File: src/rtl/wbq_pkg.sv
package wbq_pkg;
  typedef enum logic [1:0] {
    E_IDLE       = 2'd0,
    E_WAIT_GRANT = 2'd1,
    E_READY      = 2'd2,
    E_WAIT_ACK   = 2'd3
  } wbq_state_e;
endpackage

File: src/rtl/wbq_lowest_pick.sv
// One-hot of the lowest set bit of a request vector.
module wbq_lowest_pick #(
  parameter int N = 32
) (
  input  logic [N-1:0] req,
  output logic [N-1:0] pick
);
  assign pick = req & (~req + N'(1));
endmodule

File: src/rtl/wbq_delay_stage.sv
// Holds one request for a cycle so the address compare has its own cycle.
module wbq_delay_stage #(
  parameter int ADDR_W    = 32,
  parameter int OFFSET_W  = 6,
  parameter int MISS_ID_W = 4
) (
  input  logic                 clk,
  input  logic                 rst,
  input  logic                 in_take,
  input  logic [ADDR_W-1:0]    in_addr,
  input  logic                 in_data,
  input  logic                 in_wait,
  input  logic [MISS_ID_W-1:0] in_miss,
  input  logic                 grant_valid,
  input  logic [MISS_ID_W-1:0] grant_miss,
  input  logic                 consume,
  output logic                 stg_valid,
  output logic [ADDR_W-1:0]    stg_addr,
  output logic                 stg_data,
  output logic [MISS_ID_W-1:0] stg_miss,
  output logic                 stg_rel_ok
);
  localparam logic [ADDR_W-1:0] OFF_MASK = ADDR_W'((64'd1 << OFFSET_W) - 64'd1);

  logic wait_q, granted_q, grant_hit;

  assign grant_hit  = grant_valid && (grant_miss == stg_miss);
  assign stg_rel_ok = !wait_q || granted_q || grant_hit;

  always_ff @(posedge clk) begin
    if (rst) begin
      stg_valid <= 1'b0;
      stg_addr  <= '0;
      stg_data  <= 1'b0;
      stg_miss  <= '0;
      wait_q    <= 1'b0;
      granted_q <= 1'b0;
    end else if (in_take) begin
      stg_valid <= 1'b1;
      stg_addr  <= in_addr & ~OFF_MASK;
      stg_data  <= in_data;
      stg_miss  <= in_miss;
      wait_q    <= in_wait;
      granted_q <= grant_valid && (grant_miss == in_miss);
    end else begin
      if (consume) stg_valid <= 1'b0;
      if (stg_valid && grant_hit) granted_q <= 1'b1;
    end
  end
endmodule

File: src/rtl/wbq_entry.sv
// One queue slot: grant wait, ready, release in flight, free on ack.
module wbq_entry
  import wbq_pkg::*;
#(
  parameter int ADDR_W    = 32,
  parameter int MISS_ID_W = 4
) (
  input  logic                 clk,
  input  logic                 rst,
  input  logic                 alloc,
  input  logic [ADDR_W-1:0]    alloc_addr,
  input  logic                 alloc_data,
  input  logic [MISS_ID_W-1:0] alloc_miss,
  input  logic                 alloc_rel_ok,
  input  logic                 grant_valid,
  input  logic [MISS_ID_W-1:0] grant_miss,
  input  logic                 launch,
  input  logic                 ack,
  input  logic [ADDR_W-1:0]    cmp_addr,
  output logic                 busy_nxt,
  output logic                 is_ready,
  output logic                 match,
  output logic [ADDR_W-1:0]    addr_o,
  output logic                 data_o,
  output logic [MISS_ID_W-1:0] miss_o
);
  wbq_state_e state_q, state_d;

  always_comb begin
    state_d = state_q;
    case (state_q)
      E_IDLE:       if (alloc) state_d = alloc_rel_ok ? E_READY : E_WAIT_GRANT;
      E_WAIT_GRANT: if (grant_valid && grant_miss == miss_o) state_d = E_READY;
      E_READY:      if (launch) state_d = E_WAIT_ACK;
      E_WAIT_ACK:   if (ack) state_d = E_IDLE;
      default:      state_d = E_IDLE;
    endcase
  end

  always_ff @(posedge clk) begin
    if (rst) state_q <= E_IDLE;
    else     state_q <= state_d;
  end

  // Payload has no reset so it maps to plain storage.
  always_ff @(posedge clk) begin
    if (alloc) begin
      addr_o <= alloc_addr;
      data_o <= alloc_data;
      miss_o <= alloc_miss;
    end
  end

  assign busy_nxt = (state_d != E_IDLE);
  assign is_ready = (state_q == E_READY);
  assign match    = (state_q != E_IDLE) && (addr_o == cmp_addr);
endmodule

File: src/rtl/wb_release_queue.sv
module wb_release_queue #(
  parameter int ADDR_W       = 32,
  parameter int OFFSET_W     = 6,
  parameter int MISS_ENTRIES = 16,
  localparam int ENTRIES     = 2 * MISS_ENTRIES,
  localparam int MISS_ID_W   = $clog2(MISS_ENTRIES),
  localparam int ENTRY_ID_W  = $clog2(ENTRIES)
) (
  input  logic                  clk,
  input  logic                  rst,
  input  logic                  enq_valid,
  output logic                  enq_ready,
  input  logic [ADDR_W-1:0]     enq_addr,
  input  logic                  enq_has_data,
  input  logic                  enq_wait_grant,
  input  logic [MISS_ID_W-1:0]  enq_miss_id,
  input  logic                  grant_valid,
  input  logic [MISS_ID_W-1:0]  grant_miss_id,
  output logic                  rel_valid,
  input  logic                  rel_ready,
  output logic [ADDR_W-1:0]     rel_addr,
  output logic                  rel_has_data,
  output logic [MISS_ID_W-1:0]  rel_miss_id,
  output logic [ENTRY_ID_W-1:0] rel_id,
  input  logic                  ack_valid,
  input  logic [ENTRY_ID_W-1:0] ack_id,
  output logic                  full
);
  logic                 stg_valid, stg_data, stg_rel_ok, alloc_go;
  logic [ADDR_W-1:0]    stg_addr;
  logic [MISS_ID_W-1:0] stg_miss;

  logic [ENTRIES-1:0] match_vec, ready_vec, busy_nxt_vec;
  logic [ENTRIES-1:0] alloc_vec, launch_vec, ready_pick, free_pick;
  logic [ENTRIES-1:0] free_oh_q;
  logic               full_q, load;

  logic [ADDR_W-1:0]    e_addr [ENTRIES];
  logic                 e_data [ENTRIES];
  logic [MISS_ID_W-1:0] e_miss [ENTRIES];

  assign enq_ready = !full_q && !stg_valid;
  assign full      = full_q;

  wbq_delay_stage #(
    .ADDR_W(ADDR_W), .OFFSET_W(OFFSET_W), .MISS_ID_W(MISS_ID_W)
  ) u_stage (
    .clk(clk), .rst(rst),
    .in_take(enq_valid && enq_ready),
    .in_addr(enq_addr), .in_data(enq_has_data),
    .in_wait(enq_wait_grant), .in_miss(enq_miss_id),
    .grant_valid(grant_valid), .grant_miss(grant_miss_id),
    .consume(alloc_go),
    .stg_valid(stg_valid), .stg_addr(stg_addr), .stg_data(stg_data),
    .stg_miss(stg_miss), .stg_rel_ok(stg_rel_ok)
  );

  assign alloc_go  = stg_valid && !(|match_vec) && (|free_oh_q);
  assign alloc_vec = alloc_go ? free_oh_q : '0;

  for (genvar i = 0; i < ENTRIES; i++) begin : g_entry
    wbq_entry #(.ADDR_W(ADDR_W), .MISS_ID_W(MISS_ID_W)) u_entry (
      .clk(clk), .rst(rst),
      .alloc(alloc_vec[i]),
      .alloc_addr(stg_addr), .alloc_data(stg_data),
      .alloc_miss(stg_miss), .alloc_rel_ok(stg_rel_ok),
      .grant_valid(grant_valid), .grant_miss(grant_miss_id),
      .launch(launch_vec[i]),
      .ack(ack_valid && (ack_id == ENTRY_ID_W'(i))),
      .cmp_addr(stg_addr),
      .busy_nxt(busy_nxt_vec[i]), .is_ready(ready_vec[i]),
      .match(match_vec[i]),
      .addr_o(e_addr[i]), .data_o(e_data[i]), .miss_o(e_miss[i])
    );
  end

  // Next free slot is chosen a cycle ahead from the next busy vector.
  wbq_lowest_pick #(.N(ENTRIES)) u_free_pick (.req(~busy_nxt_vec), .pick(free_pick));

  always_ff @(posedge clk) begin
    if (rst) begin
      free_oh_q <= ENTRIES'(1);
      full_q    <= 1'b0;
    end else begin
      free_oh_q <= free_pick;
      full_q    <= &busy_nxt_vec;
    end
  end

  wbq_lowest_pick #(.N(ENTRIES)) u_rel_pick (.req(ready_vec), .pick(ready_pick));

  assign load       = (!rel_valid || rel_ready) && (|ready_vec);
  assign launch_vec = load ? ready_pick : '0;

  logic [ADDR_W-1:0]     sel_addr;
  logic                  sel_data;
  logic [MISS_ID_W-1:0]  sel_miss;
  logic [ENTRY_ID_W-1:0] sel_id;

  always_comb begin
    sel_addr = '0;
    sel_data = 1'b0;
    sel_miss = '0;
    sel_id   = '0;
    for (int i = 0; i < ENTRIES; i++) begin
      if (ready_pick[i]) begin
        sel_addr = sel_addr | e_addr[i];
        sel_data = sel_data | e_data[i];
        sel_miss = sel_miss | e_miss[i];
        sel_id   = sel_id   | ENTRY_ID_W'(i);
      end
    end
  end

  always_ff @(posedge clk) begin
    if (rst) begin
      rel_valid    <= 1'b0;
      rel_addr     <= '0;
      rel_has_data <= 1'b0;
      rel_miss_id  <= '0;
      rel_id       <= '0;
    end else if (load) begin
      rel_valid    <= 1'b1;
      rel_addr     <= sel_addr;
      rel_has_data <= sel_data;
      rel_miss_id  <= sel_miss;
      rel_id       <= sel_id;
    end else if (rel_ready) begin
      rel_valid    <= 1'b0;
    end
  end
endmodule

File: config.mk
export PLATFORM = sky130hd
export DESIGN_NAME = wb_release_queue
export DESIGN_NICKNAME = d
export VERILOG_FILES = /design/src/rtl/wbq_pkg.sv /design/src/rtl/wbq_lowest_pick.sv /design/src/rtl/wbq_delay_stage.sv /design/src/rtl/wbq_entry.sv /design/src/rtl/wb_release_queue.sv
export SDC_FILE = /design/constraint.sdc
export NUM_CORES = 2
export LEC_CHECK = 0
export BUFFER_PORTS_ARGS = -buffer_cell sky130_fd_sc_hd__buf_2
export CORE_MARGIN = 2
export CORE_UTILIZATION = 30
export DETAILED_ROUTE_END_ITERATION = 16
export PLACE_DENSITY_LB_ADDON = 0.25
export SYNTH_ARGS = -nofsm -noshare
export SYNTH_HDL_FRONTEND = slang
export SYNTH_SLANG_ARGS = --single-unit
export TNS_END_PERCENT = 1
File: constraint.sdc
create_clock -name clk -period 8.9 [get_ports clk]
set_input_delay 0.445 -clock clk [delete_from_list [all_inputs] [get_ports clk]]
set_output_delay 0.445 -clock clk [all_outputs]
set_load 0.05 [all_outputs]
=== Word level (Yosys, flattened, before mapping) ===
Cells that the tools add are included.

* Register bits: 1364
* Input port bits: 53

* Add/subtract/negate cells: 2
* Eq/ne operators: 193
* Muxes and demuxes: 449
* Bitwise gates (word level): 98
* Reductions and logical operators: 218

{| class="wikitable"
|+ Operators with widths
! operator !! number
|-
| $mux W32 || 38
|-
| $eq A32 B32 Y1 || 32
|-
| $or A32 B32 Y32 || 31
|-
| $mux W2 || 259
|-
| $pmux W2 S4 || 32
|-
| $mux W4 || 44
|-
| $eq A4 B4 Y1 || 34
|-
| $reduce_bool A2 Y1 || 66
|-
| $eq A2 B2 Y1 const B || 64
|-
| $or A4 B4 Y4 || 31
|-
| $logic_and A1 B1 Y1 || 104
|-
| $not A32 Y32 || 3
|-
| $reduce_or A32 Y1 || 3
|-
| $mux W5 || 18
|-
| $eq A5 B5 Y1 const B || 16
|-
| $add A32 B1 Y32 const B || 2
|-
| $and A32 B32 Y32 || 2
|-
| $eq A2 B1 Y1 const B || 32
|-
| $logic_not A2 Y1 || 32
|-
| $mux W1 || 54
|-
| $eq A5 B4 Y1 const B || 8
|-
| $reduce_and A32 Y1 || 1
|-
| $or A1 B1 Y1 || 31
|-
| $eq A5 B3 Y1 const B || 4
|-
| other kinds (7) || 19
|}

=== Depth between registers and ports, before layout ===
* Word-level depth: 69
* Depth in mapped cells: 15

=== Cells and area by module ===
From an unflattened synthesis, not the netlist that was laid out.

* Cell total of the unflattened synthesis: 4944
* Area, all modules: 64050.2 um2

{| class="wikitable"
|+ By module, submodules not included
! module !! instances !! cells an instance !! area each (um2) !! seq. area each (um2)
|-
| wbq_entry || 32 || 103 || 1621.6 || 1151.1
|-
| wb_release_queue || 1 || 1356 || 9888.2 || 1521.5
|-
| wbq_delay_stage || 1 || 138 || 1368.8 || 680.7
|-
| wbq_lowest_pick || 2 || 77 || 451.7 || 0.0
|}

=== Worst setup path before layout ===
No wires, ideal clock.

* Path type: register -> register
* From: register u_stage.stg_addr[26]
* To: register g_entry[9].u_entry.addr_o[10] (enable)
* Library setup time: 0.419 ns
* Arrival time: 3.970 ns
* Path slack: 4.511 ns
* Stages on the path, launching flop included: 13
* Period minus slack after synthesis: 4.389 ns
* Cell sequence: dfxtp_1 -> buf_2 -> buf_4 -> buf_4 -> xor2_1 -> nor4_1 -> nand4_1 -> nor3_1 -> a311oi_1 -> nand2_1 -> clkbuf_1 -> buf_1 -> nor2_1

* Word-level cells in the longest chain between the ends: 7
* Elaborated cells on any way between the ends: 69

{| class="wikitable"
|+ RTL lines
! item !! line !! text
|-
| start: declaration || wbq_delay_stage.sv:18 || <nowiki>output logic [ADDR_W-1:0] stg_addr,</nowiki>
|-
| start signal: assignment || wbq_delay_stage.sv:40 || <nowiki>stg_addr <= in_addr & ~OFF_MASK;</nowiki>
|-
| $eq A32 B32 Y1 || wbq_entry.sv:56 || <nowiki>assign match = (state_q != E_IDLE) && (addr_o == cmp_addr);</nowiki>
|-
| $logic_and A1 B1 Y1 || wbq_entry.sv:56 ||
|-
| $reduce_or A32 Y1 * || wb_release_queue.sv:58 || <nowiki>assign alloc_go = stg_valid && !(|match_vec) && (|free_oh_q);</nowiki>
|-
| $logic_not A1 Y1 * || wb_release_queue.sv:58 ||
|-
| $logic_and A1 B1 Y1 * (2 in series) || wb_release_queue.sv:58 ||
|-
| $mux W32 * || wb_release_queue.sv:59 || <nowiki>assign alloc_vec = alloc_go ? free_oh_q : '0;</nowiki>
|-
| via g_entry[9].u_entry.alloc || wbq_entry.sv:10 || <nowiki>input logic alloc,</nowiki>
|-
| end signal: assignment || wbq_entry.sv:48 || <nowiki>addr_o <= alloc_addr;</nowiki>
|-
| end: declaration || wbq_entry.sv:23 || <nowiki>output logic [ADDR_W-1:0] addr_o,</nowiki>
|}

Mark *: on every way through the listed nets, which the timed path passes. The rest lies on a longest branch.
A chain may end at the register's enable or synchronous reset.

=== Worst setup path in the final report ===
* From: register u_stage.stg_addr[6]
* To: register free_oh_q[14]

* Word-level cells in the longest chain between the ends: 15
* Elaborated cells on any way between the ends: 133

{| class="wikitable"
|+ RTL lines
! item !! line !! text
|-
| $eq A32 B32 Y1 || wbq_entry.sv:56 ||
|-
| $logic_and A1 B1 Y1 || wbq_entry.sv:56 ||
|-
| $reduce_or A32 Y1 * || wb_release_queue.sv:58 ||
|-
| $logic_not A1 Y1 * || wb_release_queue.sv:58 ||
|-
| $logic_and A1 B1 Y1 * (2 in series) || wb_release_queue.sv:58 ||
|-
| $mux W32 * || wb_release_queue.sv:59 ||
|-
| $mux W2 || wbq_entry.sv:32 || <nowiki>E_IDLE: if (alloc) state_d = alloc_rel_ok ? E_READY : E_WAIT_GRANT;</nowiki>
|-
| $mux W2 || wbq_entry.sv:31 || <nowiki>case (state_q)</nowiki>
|-
| $pmux W2 S4 || wbq_entry.sv:31 ||
|-
| $reduce_bool A2 Y1 || wbq_entry.sv:54 || <nowiki>assign busy_nxt = (state_d != E_IDLE);</nowiki>
|-
| $not A32 Y32 * || wb_release_queue.sv:78 || <nowiki>wbq_lowest_pick #(.N(ENTRIES)) u_free_pick (.req(~busy_nxt_vec), .pick(free_pick));</nowiki>
|-
| $not A32 Y32 || wbq_lowest_pick.sv:8 || <nowiki>assign pick = req & (~req + N'(1));</nowiki>
|-
| $add A32 B1 Y32 || wbq_lowest_pick.sv:8 ||
|-
| $and A32 B32 Y32 * || wbq_lowest_pick.sv:8 ||
|-
| end signal: assignment || wb_release_queue.sv:85 || <nowiki>free_oh_q <= free_pick;</nowiki>
|-
| end: declaration || wb_release_queue.sv:35 || <nowiki>logic [ENTRIES-1:0] free_oh_q;</nowiki>
|}

Every way passes the cells marked *; elsewhere a longest branch is shown, timed or not. The select of a mux whose other input is x is not followed.

==> flow_metrics.py <==
metrics = {
    "run_status": {
        "status": "complete, but fails checks",
        "violations": "capacitance limit, slew limit",
    },
    "synthesis": {
        "yosysSeqAreaShare": 0.600,
        "avgSynthCellArea_um2": 12.5,
        "ys_seq_elements": 1160,
        "synth-main-ff-cell": "edfxtp_1",
        "synthesis.instances": 4412,
        "synth-edff-count": 992,
        "synth_cell_types": 80,
        "postSynth.asyncResetShare": 0,
        "syn-cell-area_um2": 55300,
        "yosys_warnings": 0,
    },
    "power": {
        "leakagePower_nw": 21.3,
        "ir_drop_v": 0.000127,
        "power.share.sequential": 0.490,
        "p_per_area_nw_per_um2": 198,
        "p_comb_frac": 0.091,
        "power.internal_mw": 9.28,
        "p_sw_mw": 3.28,
        "total_power_mw": 12.6,
        "switching_share": 0.261,
        "p_clk_frac": 0.420,
    },
    "timing": {
        "worstMarginPinSlew_ns": 1.58,
        "drv_slew": 2,
        "period_minus_slack_ns": 6.02,
        "fmax_mhz": 166,
        "hold_violations": 0,
        "setup_viol": 0,
        "period_share": 0.677,
        "setup-tns-final_ns": 0,
        "clock_skew_ns": 0.0342,
        "rsz0062_at_grt": "false",
        "max_slew_margin": -0.0838,
    },
    "setup_path": {
        "worst_r2r_path_depth": 12,
        "cp_slowest_cell": "a2111oi_0",
        "path_class": "reg2reg",
        "cp-start-kind": "flip-flop",
        "max_stage_delay_ns": 1.30,
        "timing.rr.start": "u_stage.stg_addr[6]$_SDFFE_PP0P_",
        "critical_path.max_fanout": 33,
        "reg2reg_slack_ns": 2.88,
        "crit_required_ns": 9.56,
        "crit_buf_inv": 2,
        "cp_data_arrival_time_ns": 6.68,
        "critical-path-top-delay-family": "compound AO/OA/AOI/OAI gates",
        "crit_chain": "buf_12 -> xnor2_1 -> o221ai_1 -> a2111oi_0 -> nand4_1 -> o41ai_2 -> a311oi_4 -> nand2_1 -> buf_4 -> a2111o_1 -> or3_1 -> and3b_1",
        "worstSetupEndpointType": "flip-flop",
        "r2r-end": "free_oh_q[14]$_SDFF_PP0_",
    },
    "layout": {
        "nets": 4575,
        "fillers": 18100,
        "fin_cells": 7091,
        "multiInputGateArea_um2": 21000,
        "syn_to_final_growth_pct": 14.6,
        "final_util": 0.346,
        "fin_area_um2": 63400,
        "mostFrequentLayoutCell": "edfxtp_1",
        "regArea_um2": 33200,
        "final_cell_mix": "edfxtp_1 (992), xor2_1 (768), nand2_1 (311)",
        "layout-drive-gt1-share": 0.110,
    },
    "die": {
        "core_area_um2": 183000,
        "die-width_um": 433,
        "rows": 157,
        "die_h_um": 433,
        "fp.dieArea_um2": 188000,
        "start_util": 0.302,
        "pin_count": 98,
    },
    "routing": {
        "avgRoutedWirePerCell_um": 31.4,
        "first_iter_violations": 5697,
        "routed_wl_um": 223000,
        "drc": 0,
        "via_per_inst": 5.63,
        "dr.pass1.iters": 8,
        "ant_nets": 0,
        "dr_total_vias": 39900,
    },
    "grt": {
        "grt_antenna_before_repair": 8,
        "track_usage": 0.232,
        "grt_pass1_wl_um": 308000,
        "grt-ovfl-total": 0,
        "grt_max_degree": 54,
        "grt_pass1_vias": 38000,
    },
    "clock_tree": {
        "tritoncts": "built",
        "htree_levels": 4,
        "clk_latency_ns": 0.79,
        "cts-root-buf": "clkbuf_16",
        "clock-sinks": 1160,
        "cts_max_path_buffers": 3,
        "numCtsBuffers": 130,
        "path_clk_slew_ns": 0.06,
    },
    "placed_design": {
        "dp_hpwl_um": 156000,
        "gp_congestion": 0.961,
        "placed_area_um2": 59000,
        "dp_cells": 6823,
        "numPortBuffers": 85,
    },
    "worst_hold_path": {
        "hold_class": "in2reg",
        "hold_start": "enq_wait_grant",
        "hold_path_depth": 3,
        "whs_endpoint": "u_stage.wait_q$_SDFFE_PP0P_",
    },
    "run": {
        "drv_cap": 1,
    },
}
-- through the flow --
step | worst slack (ns) | hold slack, ns
after floorplan | 4.51 | 0.436
after global placement | 3.12 | 0.457
after detailed placement | 3.10 | 0.455
after CTS | 3.10 | 0.0156
after global routing | 2.99 | 0.0429
final | 2.88 | 0.0457
-- cells by family after synthesis --
group / count (synthesis) / synth area share
simple gates: 1182 / 0.114
flops: 1160 / 0.600
mux: 11 / 0.00206
compound gates: 778 / 0.106
buf+inv: 319 / 0.0256
other cells: 1 / 0.0000678
xor+xnor: 961 / 0.152
-- layer usage --
metal,wire [um],part of all wire,GRT usage
met2,99800,0.45,0.356
met3,18000,0.081,0.0351
met4,9750,0.044,0.0948
met1,95000,0.43,0.328
met5,46,0.00021,0
-- layout make-up --
type	instances	share of cell area
clock inverters	53	0.00677
repair buffers	263	0.0296
inverters	29	0.00172
diodes	5	0.000197
multi-input cells	2938	0.331
well taps	2464	0.0487
flip-flops and latches	1160	0.525
clock buffers	179	0.0572
-- worst max path at each step --
stage | startpoint | end | slack [ns] | cells past startpoint
floorplan | u_stage.stg_addr[26]$_SDFFE_PP0P_ | g_entry[9].u_entry.addr_o[10]$_DFFE_PP_ | 4.51 | 12
global placement | u_stage.stg_addr[13]$_SDFFE_PP0P_ | full$_SDFF_PP0_ | 3.12 | 12
detailed placement | u_stage.stg_addr[6]$_SDFFE_PP0P_ | free_oh_q[14]$_SDFF_PP0_ | 3.10 | 12
CTS | u_stage.stg_addr[6]$_SDFFE_PP0P_ | free_oh_q[14]$_SDFF_PP0_ | 3.10 | 12
global route | u_stage.stg_addr[22]$_SDFFE_PP0P_ | full$_SDFF_PP0_ | 2.99 | 13
finish | u_stage.stg_addr[6]$_SDFFE_PP0P_ | free_oh_q[14]$_SDFF_PP0_ | 2.88 | 12
-- worst reg2reg max path: cells and delay by family, from the launching register on --
kind                      cells  cell delay, ns
AOI/OAI and AO/OA             5            2.44
xor gates and xnor gates      1            0.25
buffers and inverters         2            0.71
DFF                           1            0.70
and+or+nand+nor               4            1.83
-- flip-flops by register name (all words and copies together) (netlist names), 4 cells and up --
name,count
rel_miss_id,4
rel_addr,26
rel_id,5
free_oh_q,32
g_entry.u_entry.addr_o,832
g_entry.u_entry.data_o,32
u_stage.stg_miss,4
g_entry.u_entry.state_q,64
g_entry.u_entry.miss_o,128
u_stage.stg_addr,26
-- cell usage after synthesis, types with 51 or more instances --
library cell,n,area [um2]
nand3_1,106,531
a22oi_1,223,1670
edfxtp_1,992,29800
xor2_1,768,6730
nand4_1,160,1000
a221oi_1,51,447
clkbuf_1,150,563
xnor2_1,193,1690
a21oi_1,123,616
nor4_1,212,1330
buf_2,116,581
dfxtp_1,168,3360
nor2_1,126,473
o21ai_0,53,265
nand2_1,311,1170
nand2b_1,54,338
nor3_1,78,390
a222oi_1,73,731
-- timing repair --
| action | CTS | global route |
|---|---|---|
| hold buffers | 31 | 0 |
| hold endpoints to repair | 31 | 0 |
| resized for setup | 0 | 0 |
| buffers inserted | 0 | 0 |
-- power groups by stage --
| stage | Clock, mW | Sequential (mW) | Combinational (mW) |
|---|---|---|---|
| after CTS | 5.33 | 6.16 | 1.14 |
| after global placement | 0 | 6.27 | 1.12 |
| final | 5.27 | 6.15 | 1.14 |
| after global routing | 5.52 | 6.16 | 1.19 |
| after floorplan | 0 | 6.27 | 0.565 |
| after detailed placement | 0 | 6.27 | 1.13 |
No activity file was read; power rests on OpenSTA's default activity.
